**config.mk**
```make
export PLATFORM = sky130hd
export DESIGN_NAME = msamp_timing_gen
export DESIGN_NICKNAME = d
export VERILOG_FILES = /design/src/rtl/msamp_pkg.sv /design/src/rtl/msamp_seq.sv /design/src/rtl/msamp_sched.sv /design/src/rtl/msamp_strobe.sv /design/src/rtl/msamp_timing_gen.sv
export SDC_FILE = /design/constraint.sdc
export NUM_CORES = 1
export LEC_CHECK = 0
export BUFFER_PORTS_ARGS = -buffer_cell sky130_fd_sc_hd__buf_2
export CAP_MARGIN = 20
export CORE_AREA = 2 2 148 150
export CTS_CLUSTER_DIAMETER = 100
export DETAILED_ROUTE_END_ITERATION = 12
export DIE_AREA = 0 0 150 152
export HOLD_SLACK_MARGIN = 0.08
export MAX_ROUTING_LAYER = met4
export SLEW_MARGIN = 40
export SYNTH_ARGS = -nofsm -noshare
export SYNTH_HDL_FRONTEND = slang
export SYNTH_SLANG_ARGS = --single-unit
```
**constraint.sdc**
```tcl
create_clock -name clk -period 4.4 [get_ports clk]
set_input_delay 0.44 -clock clk [delete_from_list [all_inputs] [get_ports clk]]
set_output_delay 0.44 -clock clk [all_outputs]
set_load 0.01 [all_outputs]
```
**src/rtl/msamp_pkg.sv**
```systemverilog
package msamp_pkg;
  typedef enum logic [1:0] {
    SCHED_UNI = 2'd0,
    SCHED_LOG = 2'd1,
    SCHED_MIX = 2'd2,
    SCHED_ALT = 2'd3
  } sched_e;

  typedef enum logic [1:0] {
    PH_IDLE  = 2'd0,
    PH_PRST  = 2'd1,
    PH_INTEG = 2'd2
  } phase_e;
endpackage

```
**src/rtl/msamp_seq.sv**
```systemverilog
module msamp_seq
  import msamp_pkg::*;
#(
  parameter int LEN_W   = 24,
  parameter int RST_CYC = 4
) (
  input  logic             clk,
  input  logic             rst_n,
  input  logic             start_i,
  input  logic [LEN_W-1:0] len_i,
  input  logic             last_hit_i,
  output phase_e           phase_o,
  output logic             take_o,
  output logic             load_o,
  output logic             expire_o,
  output logic             done_o
);
  localparam int RC_W = (RST_CYC < 2) ? 1 : $clog2(RST_CYC);

  phase_e           ph_q;
  logic [RC_W-1:0]  rc_q;
  logic [LEN_W-1:0] el_q;
  logic             done_q;
  logic [LEN_W:0]   el_next;

  assign el_next  = {1'b0, el_q} + {{LEN_W{1'b0}}, 1'b1};
  assign take_o   = (ph_q == PH_IDLE) && start_i;
  assign load_o   = (ph_q == PH_PRST) && (rc_q == RC_W'(RST_CYC - 1));
  assign expire_o = (ph_q == PH_INTEG) && (el_next >= {1'b0, len_i});
  assign phase_o  = ph_q;
  assign done_o   = done_q;

  always_ff @(posedge clk or negedge rst_n) begin
    if (!rst_n) begin
      ph_q   <= PH_IDLE;
      rc_q   <= '0;
      el_q   <= '0;
      done_q <= 1'b0;
    end else begin
      done_q <= 1'b0;
      unique case (ph_q)
        PH_IDLE: begin
          if (start_i) begin
            ph_q <= PH_PRST;
            rc_q <= '0;
          end
        end
        PH_PRST: begin
          rc_q <= rc_q + RC_W'(1);
          if (load_o) begin
            ph_q <= PH_INTEG;
            el_q <= '0;
          end
        end
        PH_INTEG: begin
          el_q <= el_q + LEN_W'(1);
          if (expire_o || last_hit_i) begin
            ph_q   <= PH_IDLE;
            done_q <= 1'b1;
          end
        end
        default: ph_q <= PH_IDLE;
      endcase
    end
  end
endmodule

```
**src/rtl/msamp_sched.sv**
```systemverilog
module msamp_sched
  import msamp_pkg::*;
#(
  parameter int LEN_W  = 24,
  parameter int CODE_W = 12,
  parameter int K_W    = 4,
  parameter int NB_W   = 4
) (
  input  logic              clk,
  input  logic              rst_n,
  input  logic              load_i,
  input  logic              adv_i,
  input  sched_e            mode_i,
  input  logic [NB_W-1:0]   nbits_i,
  input  logic [K_W-1:0]    grp_k_i,
  input  logic [LEN_W-1:0]  len_i,
  input  logic [CODE_W-1:0] cnt_i,
  output logic [LEN_W-1:0]  iv_cur_o,
  output logic [LEN_W-1:0]  iv_reload_o
);
  function automatic logic [LEN_W-1:0] base_iv(input logic [LEN_W-1:0] len,
                                               input logic [NB_W-1:0] n);
    logic [LEN_W-1:0] sh;
    sh = len >> n;
    return (sh == '0) ? LEN_W'(1) : sh;
  endfunction

  function automatic logic [LEN_W-1:0] dbl_iv(input logic [LEN_W-1:0] iv);
    return iv[LEN_W-1] ? '1 : (iv << 1);
  endfunction

  logic [LEN_W-1:0] iv_q;
  logic [K_W-1:0]   grp_q;
  logic [K_W-1:0]   kk;
  logic [CODE_W:0]  seen;
  logic [CODE_W:0]  half;
  logic             in_log;
  logic             grp_wrap;
  logic [LEN_W-1:0] iv_nxt;
  logic [LEN_W-1:0] iv_base;

  assign kk       = (grp_k_i == '0) ? K_W'(1) : grp_k_i;
  assign seen     = {1'b0, cnt_i} + {{CODE_W{1'b0}}, 1'b1};
  assign half     = {{CODE_W{1'b0}}, 1'b1} << (nbits_i - NB_W'(1));
  assign in_log   = (mode_i == SCHED_LOG) || ((mode_i == SCHED_MIX) && (seen >= half));
  assign grp_wrap = ((grp_q + K_W'(1)) == kk);
  assign iv_nxt   = (in_log && grp_wrap) ? dbl_iv(iv_q) : iv_q;
  assign iv_base  = base_iv(len_i, nbits_i);

  assign iv_reload_o = load_i ? iv_base : iv_nxt;
  assign iv_cur_o    = iv_q;

  always_ff @(posedge clk or negedge rst_n) begin
    if (!rst_n) begin
      iv_q  <= LEN_W'(1);
      grp_q <= '0;
    end else if (load_i) begin
      iv_q  <= iv_base;
      grp_q <= '0;
    end else if (adv_i) begin
      iv_q <= iv_nxt;
      if (in_log) grp_q <= grp_wrap ? '0 : grp_q + K_W'(1);
    end
  end
endmodule

```
**src/rtl/msamp_strobe.sv**
```systemverilog
module msamp_strobe #(
  parameter int LEN_W  = 24,
  parameter int CODE_W = 12,
  parameter int NB_W   = 4
) (
  input  logic              clk,
  input  logic              rst_n,
  input  logic              load_i,
  input  logic              active_i,
  input  logic [NB_W-1:0]   nbits_i,
  input  logic [LEN_W-1:0]  reload_i,
  output logic              strobe_o,
  output logic              last_o,
  output logic [CODE_W-1:0] code_o
);
  logic [LEN_W-1:0]  tick_q;
  logic [CODE_W-1:0] code_q;
  logic [CODE_W:0]   span;

  assign span     = {{CODE_W{1'b0}}, 1'b1} << nbits_i;
  assign strobe_o = active_i && (tick_q == LEN_W'(1));
  assign last_o   = strobe_o && ({1'b0, code_q} == (span - {{CODE_W{1'b0}}, 1'b1}));
  assign code_o   = code_q;

  always_ff @(posedge clk or negedge rst_n) begin
    if (!rst_n) begin
      tick_q <= LEN_W'(1);
      code_q <= '0;
    end else if (load_i) begin
      tick_q <= reload_i;
      code_q <= '0;
    end else if (strobe_o) begin
      tick_q <= reload_i;
      if (!last_o) code_q <= code_q + CODE_W'(1);
    end else if (active_i) begin
      tick_q <= tick_q - LEN_W'(1);
    end
  end
endmodule

```
**src/rtl/msamp_timing_gen.sv**
```systemverilog
module msamp_timing_gen
  import msamp_pkg::*;
#(
  parameter int LEN_W   = 24,
  parameter int CODE_W  = 12,
  parameter int N_MIN   = 4,
  parameter int K_W     = 4,
  parameter int RST_CYC = 4,
  parameter int NB_W    = $clog2(CODE_W + 1)
) (
  input  logic              clk,
  input  logic              rst_n,
  input  logic              start_i,
  input  logic [1:0]        mode_i,
  input  logic [LEN_W-1:0]  int_len_i,
  input  logic [NB_W-1:0]   code_bits_i,
  input  logic [K_W-1:0]    grp_k_i,
  output logic              pix_rst_o,
  output logic              cmp_strobe_o,
  output logic [CODE_W-1:0] sample_code_o,
  output logic              frame_done_o
);
  function automatic logic [NB_W-1:0] clamp_n(input logic [NB_W-1:0] v);
    if (v < NB_W'(N_MIN)) return NB_W'(N_MIN);
    if (v > NB_W'(CODE_W)) return NB_W'(CODE_W);
    return v;
  endfunction

  // latched frame configuration
  sched_e           mode_q;
  logic [LEN_W-1:0] len_q;
  logic [NB_W-1:0]  nb_q;
  logic [K_W-1:0]   k_q;

  // named internal events
  phase_e           phase;
  logic             take;
  logic             load;
  logic             expire;
  logic             strobe;
  logic             last_hit;
  logic [LEN_W-1:0] iv_cur;
  logic [LEN_W-1:0] iv_reload;
  logic [CODE_W-1:0] code;

  always_ff @(posedge clk or negedge rst_n) begin
    if (!rst_n) begin
      mode_q <= SCHED_UNI;
      len_q  <= '0;
      nb_q   <= NB_W'(N_MIN);
      k_q    <= '0;
    end else if (take) begin
      mode_q <= sched_e'(mode_i);
      len_q  <= int_len_i;
      nb_q   <= clamp_n(code_bits_i);
      k_q    <= grp_k_i;
    end
  end

  msamp_seq #(.LEN_W(LEN_W), .RST_CYC(RST_CYC)) u_seq (
    .clk(clk), .rst_n(rst_n), .start_i(start_i), .len_i(len_q),
    .last_hit_i(last_hit), .phase_o(phase), .take_o(take), .load_o(load),
    .expire_o(expire), .done_o(frame_done_o)
  );

  msamp_sched #(.LEN_W(LEN_W), .CODE_W(CODE_W), .K_W(K_W), .NB_W(NB_W)) u_sched (
    .clk(clk), .rst_n(rst_n), .load_i(load), .adv_i(strobe), .mode_i(mode_q),
    .nbits_i(nb_q), .grp_k_i(k_q), .len_i(len_q), .cnt_i(code),
    .iv_cur_o(iv_cur), .iv_reload_o(iv_reload)
  );

  msamp_strobe #(.LEN_W(LEN_W), .CODE_W(CODE_W), .NB_W(NB_W)) u_strobe (
    .clk(clk), .rst_n(rst_n), .load_i(load), .active_i(phase == PH_INTEG),
    .nbits_i(nb_q), .reload_i(iv_reload), .strobe_o(strobe),
    .last_o(last_hit), .code_o(code)
  );

  assign pix_rst_o     = (phase == PH_PRST);
  assign cmp_strobe_o  = strobe;
  assign sample_code_o = code;
endmodule

```
==> key figures <==
Detailed routing
  • Post-route ant nets: 0
  • Vias: roughly 8.3k
  • DRC violation count after routing: 0
  • Iteration-0 DRC count of the detailed router: 713
  • Vias per cell: ~5.8
  • Routed WL per cell: between 15 and 20 um
  • Post-detailed-routing wire length: 27000 um
  • Drt pass-1 iters: 5

Logic synthesis
  • Number of library cell types mapped by synthesis: 70
  • Post-Syn Instances: between 1k and 1.5k
  • Sequential share of the synthesized area: 0.339
  • Post-synthesis async set-or-reset flop share: 1.00
  • Post-synthesis compound-gate area fraction: 0.203
  • Fraction of synthesized area in multiplexers: 0.0962
  • Synthesized area per cell: 8.41 um2
  • Post-synthesis simple-gate area fraction: 0.209
  • Synth Area in XOR/XNOR: 0.0448
  • Yosys warns: 0
  • Largest family of logic cells by synthesized area: simple AND/OR/NAND/NOR gates
  • Dominant synthesized flop cell: dfrtp_1
  • Area share of fa/ha/maj cells after synthesis: 0.0587
  • Post-synth EDFFs: 0
  • Synth Cell Area: 9380 um2
  • Mapped Nets: roughly 1.2k
  • Flops & latches, synth: 127

Timing
  • RSZ-0062 raised after global routing: false
  • Sum Neg Setup Slack: 0 ns
  • Worst-case hold slack: 0.196 ns
  • Post-route minimum period: around 4.0 ns
  • # setup viols final: 0
  • FMAX: 252 MHz
  • Worst setup margin: between 0.4 and 0.5 ns
  • Worst Skew: approximately 0.013 ns
  • Relative slew slack: 0.493
  • Slew Viols, Final: 0
  • Final Hold Fails: 0
  • Final period util: 0.903
  • Worst-margin pin slew: between 0.7 and 0.8 ns

Pwr
  • Combinational share of power: 0.016
  • Switching Power: 0.603 mW
  • Maximum vdd drop: between 0.0002 and 0.00025 V
  • Power share of the sequential group: 0.434
  • Power Dens Cells: 256 nW/um2
  • Clock share of power: 0.549
  • Pint: around 2.1 mW
  • Net Sw Frac: 0.224
  • Leakage power: roughly 4.6 nW

Clock network
  • # H-tree levels: 4
  • Post-CTS resize count: 0
  • Clock sinks: between 100 and 150
  • CTS tree: built
  • Root Buffer: clkbuf_16
  • Longest Clk Path Bufs: 2
  • Clock latency on the worst-skew pair: between 0.4 and 0.5 ns
  • Reg clk slew, reported paths: 0.06 ns
  • CTS Buf Count: 17

Placement
  • I/O Buffers: around 50
  • DP Worst Slack: 0.505 ns
  • Final Wtd Congestion: between 0.9 and 1
  • HPWL Detailed: about 19000 um

Worst setup path
  • Arrival time at the worst endpoint: around 4.3 ns
  • CP Launch Type: flop
  • CP endpoint kind: flop
  • Launch point of the worst path: u_seq.el_q[0]$_DFFE_PN0P_
  • Critical R2R Launch: u_seq.el_q[0]$_DFFE_PN0P_
  • Crit path kind: flop to flop
  • CP max FO: 7
  • CP required: about 4.7 ns

Job
  • Max-cap violations: 0

Global route
  • Grt met1 use: 0.361
  • Global Route Usage Sum: 0.251
  • Vias in the first global route: between 7k and 8k
  • First-pass GRT wire length: ~44000 um
  • Grt met3 use: 0.0429
  • Total gr overflow: 0
  • GR Layer Usage met2: 0.371
  • Initial antenna violation count: 0
  • Most crowded layer after global routing: met2
  • Largest net degree at the start of global routing: between 90 and 100

Floorplanning
  • Cell Rows: 54
  • IO Count: 52
  • Initial Utilization: 0.439
  • Die Y: 152 um
  • Die X: about 150 um
  • Core area: 21400 um2
  • Die Area: around 23000 um2

Outcome
  • Status: finished, final reports clean

Worst hold path
  • Hold wc startpoint: int_len_i[0]
  • Hold Path Class: input pin to flop

Final layout
  • ANT cells: 0
  • Commonest non-fill, non-tap cell in the layout: nand2_1
  • Synth-to-layout area growth: 12.1%
  • Layout cells sized above 1: 0.150
  • Layout net count: 1215
  • Most frequent cells in the layout: 160 x nand2_1, 122 x dfrtp_1, 108 x o21ai_0, 91 x nor2_1, 66 x a21oi_1
[state kept, by name, indices dropped and copies added (netlist names)]
| name | cells |
|---|---|
| k_q | 4 |
| len_q | 24 |
| mode_q | 2 |
| nb_q | 4 |
| u_sched.grp_q | 4 |
| u_sched.iv_cur_o | 24 |
| u_seq.done_o | 1 |
| u_seq.el_q | 24 |
| u_seq.phase_o | 2 |
| u_seq.rc_q | 2 |
| u_strobe.code_o | 12 |
| u_strobe.tick_q | 24 |
[synthesized netlist by cell type (all sizes together) (11+ instances only)]
cell    number  area share
nand2      160       0.064
dfrtp      124        0.33
o21ai      108       0.058
nor2        92       0.037
a21oi       67       0.036
clkbuf      55       0.022
ha          44       0.059
inv         41       0.016
nand3       38       0.020
xnor2       28       0.026
mux2i       26       0.028
nor3        26       0.014
mux4        22       0.053
buf         20       0.010
xor2        20       0.019
a211oi      16       0.013
a21o        15       0.012
o211ai      15       0.012
a22o        14       0.013
a31oi       13      0.0087
mux2        13       0.016
nor2b       13      0.0087
nand4       12      0.0096
or2         12      0.0080
nand2b      11      0.0073
[cell type report]
type                       count  area (um2)
clock buffer                  18         439
clock inverter                14         168
fill                        2081       10800
inverter                      41         154
multi-input combinational    872        5760
sequential                   127        3180
tap                          280         350
timing repair buffer          75         460
[critical path, stage by stage (launching register included)]
cell and delay [ns]:
dfrtp_1 0.44, ha_1 0.28, nand4_1 0.17, nor3_1 0.22, buf_4 0.17, nand2_1 0.07
nor4_1 0.54, nand2_1 0.15, xnor2_1 0.22, ha_1 0.28, nand4_1 0.12, o21ai_0 0.08
a21o_1 0.17, a21oi_1 0.13, o21ai_0 0.08, a41o_1 0.27, a211o_1 0.27, o31ai_1 0.22
[stage by stage]
stage / util / power [mW] / std cells / instance area (um2)
2_1_floorplan: - / 1.19 / 1115 / 9380
3_3_place_gp: 0.463 / 1.23 / 1394 / 9890
3_5_place_dp: 0.463 / 1.23 / 1394 / 9900
4_1_cts: 0.492 / 2.71 / 1427 / 10500
5_1_grt: 0.492 / 2.78 / 1427 / 10500
6_report: 0.492 / 2.69 / 1427 / 10500
[final timing paths]
check                                          endpoint  slack [ns]  cells past startpoint
max in group asynchronous           nb_q[0]$_DFFE_PN0P_        2.81                      3
min in group asynchronous            k_q[3]$_DFFE_PN0P_        0.59                      2
max                        u_seq.phase_o[1]$_DFFE_PN0P_        0.43                     17
min reg2reg                          k_q[0]$_DFFE_PN0P_        0.48                      2
min                                len_q[0]$_DFFE_PN0P_        0.20                      3
max reg2reg                u_seq.phase_o[1]$_DFFE_PN0P_        0.43                     17
[logic make-up (layout without fill, tap and decap cells)]
| logic type | count (synthesis) | count (layout) |
|---|---|---|
| XOR/XNOR | 48 | 48 |
| adder cells (fa/ha/maj) | 44 | 44 |
| multiplexers | 61 | 61 |
| flip-flops | 127 | 127 |
| AND/OR/NAND/NOR | 412 | 412 |
| AO/OA/AOI/OAI | 307 | 307 |
| buffers and inverters | 116 | 148 |
[power groups by stage]
stage	Clock [mW]	Sequential, mW	Combinational [mW]
after floorplan	0	1.19	0.00133
after global placement	0	1.19	0.0444
after detailed placement	0	1.19	0.0446
after CTS	1.50	1.17	0.0456
after global routing	1.56	1.17	0.0506
final	1.48	1.17	0.0436
[metal layers]
layer  routed length [um]  up-vias  part of all wire
met4                  397        0             0.015
met3                 1290       27             0.048
li1                     -     4060                 -
met1                12900     4027              0.48
met5                    0        -                 0
met2                12500      223              0.46
[what timing repair did]
item	CTS	global route
endpoints found under the hold margin	51	0
hold buffers	1	0
buffers inserted	0	0
(Power assumes the default switching activity.)
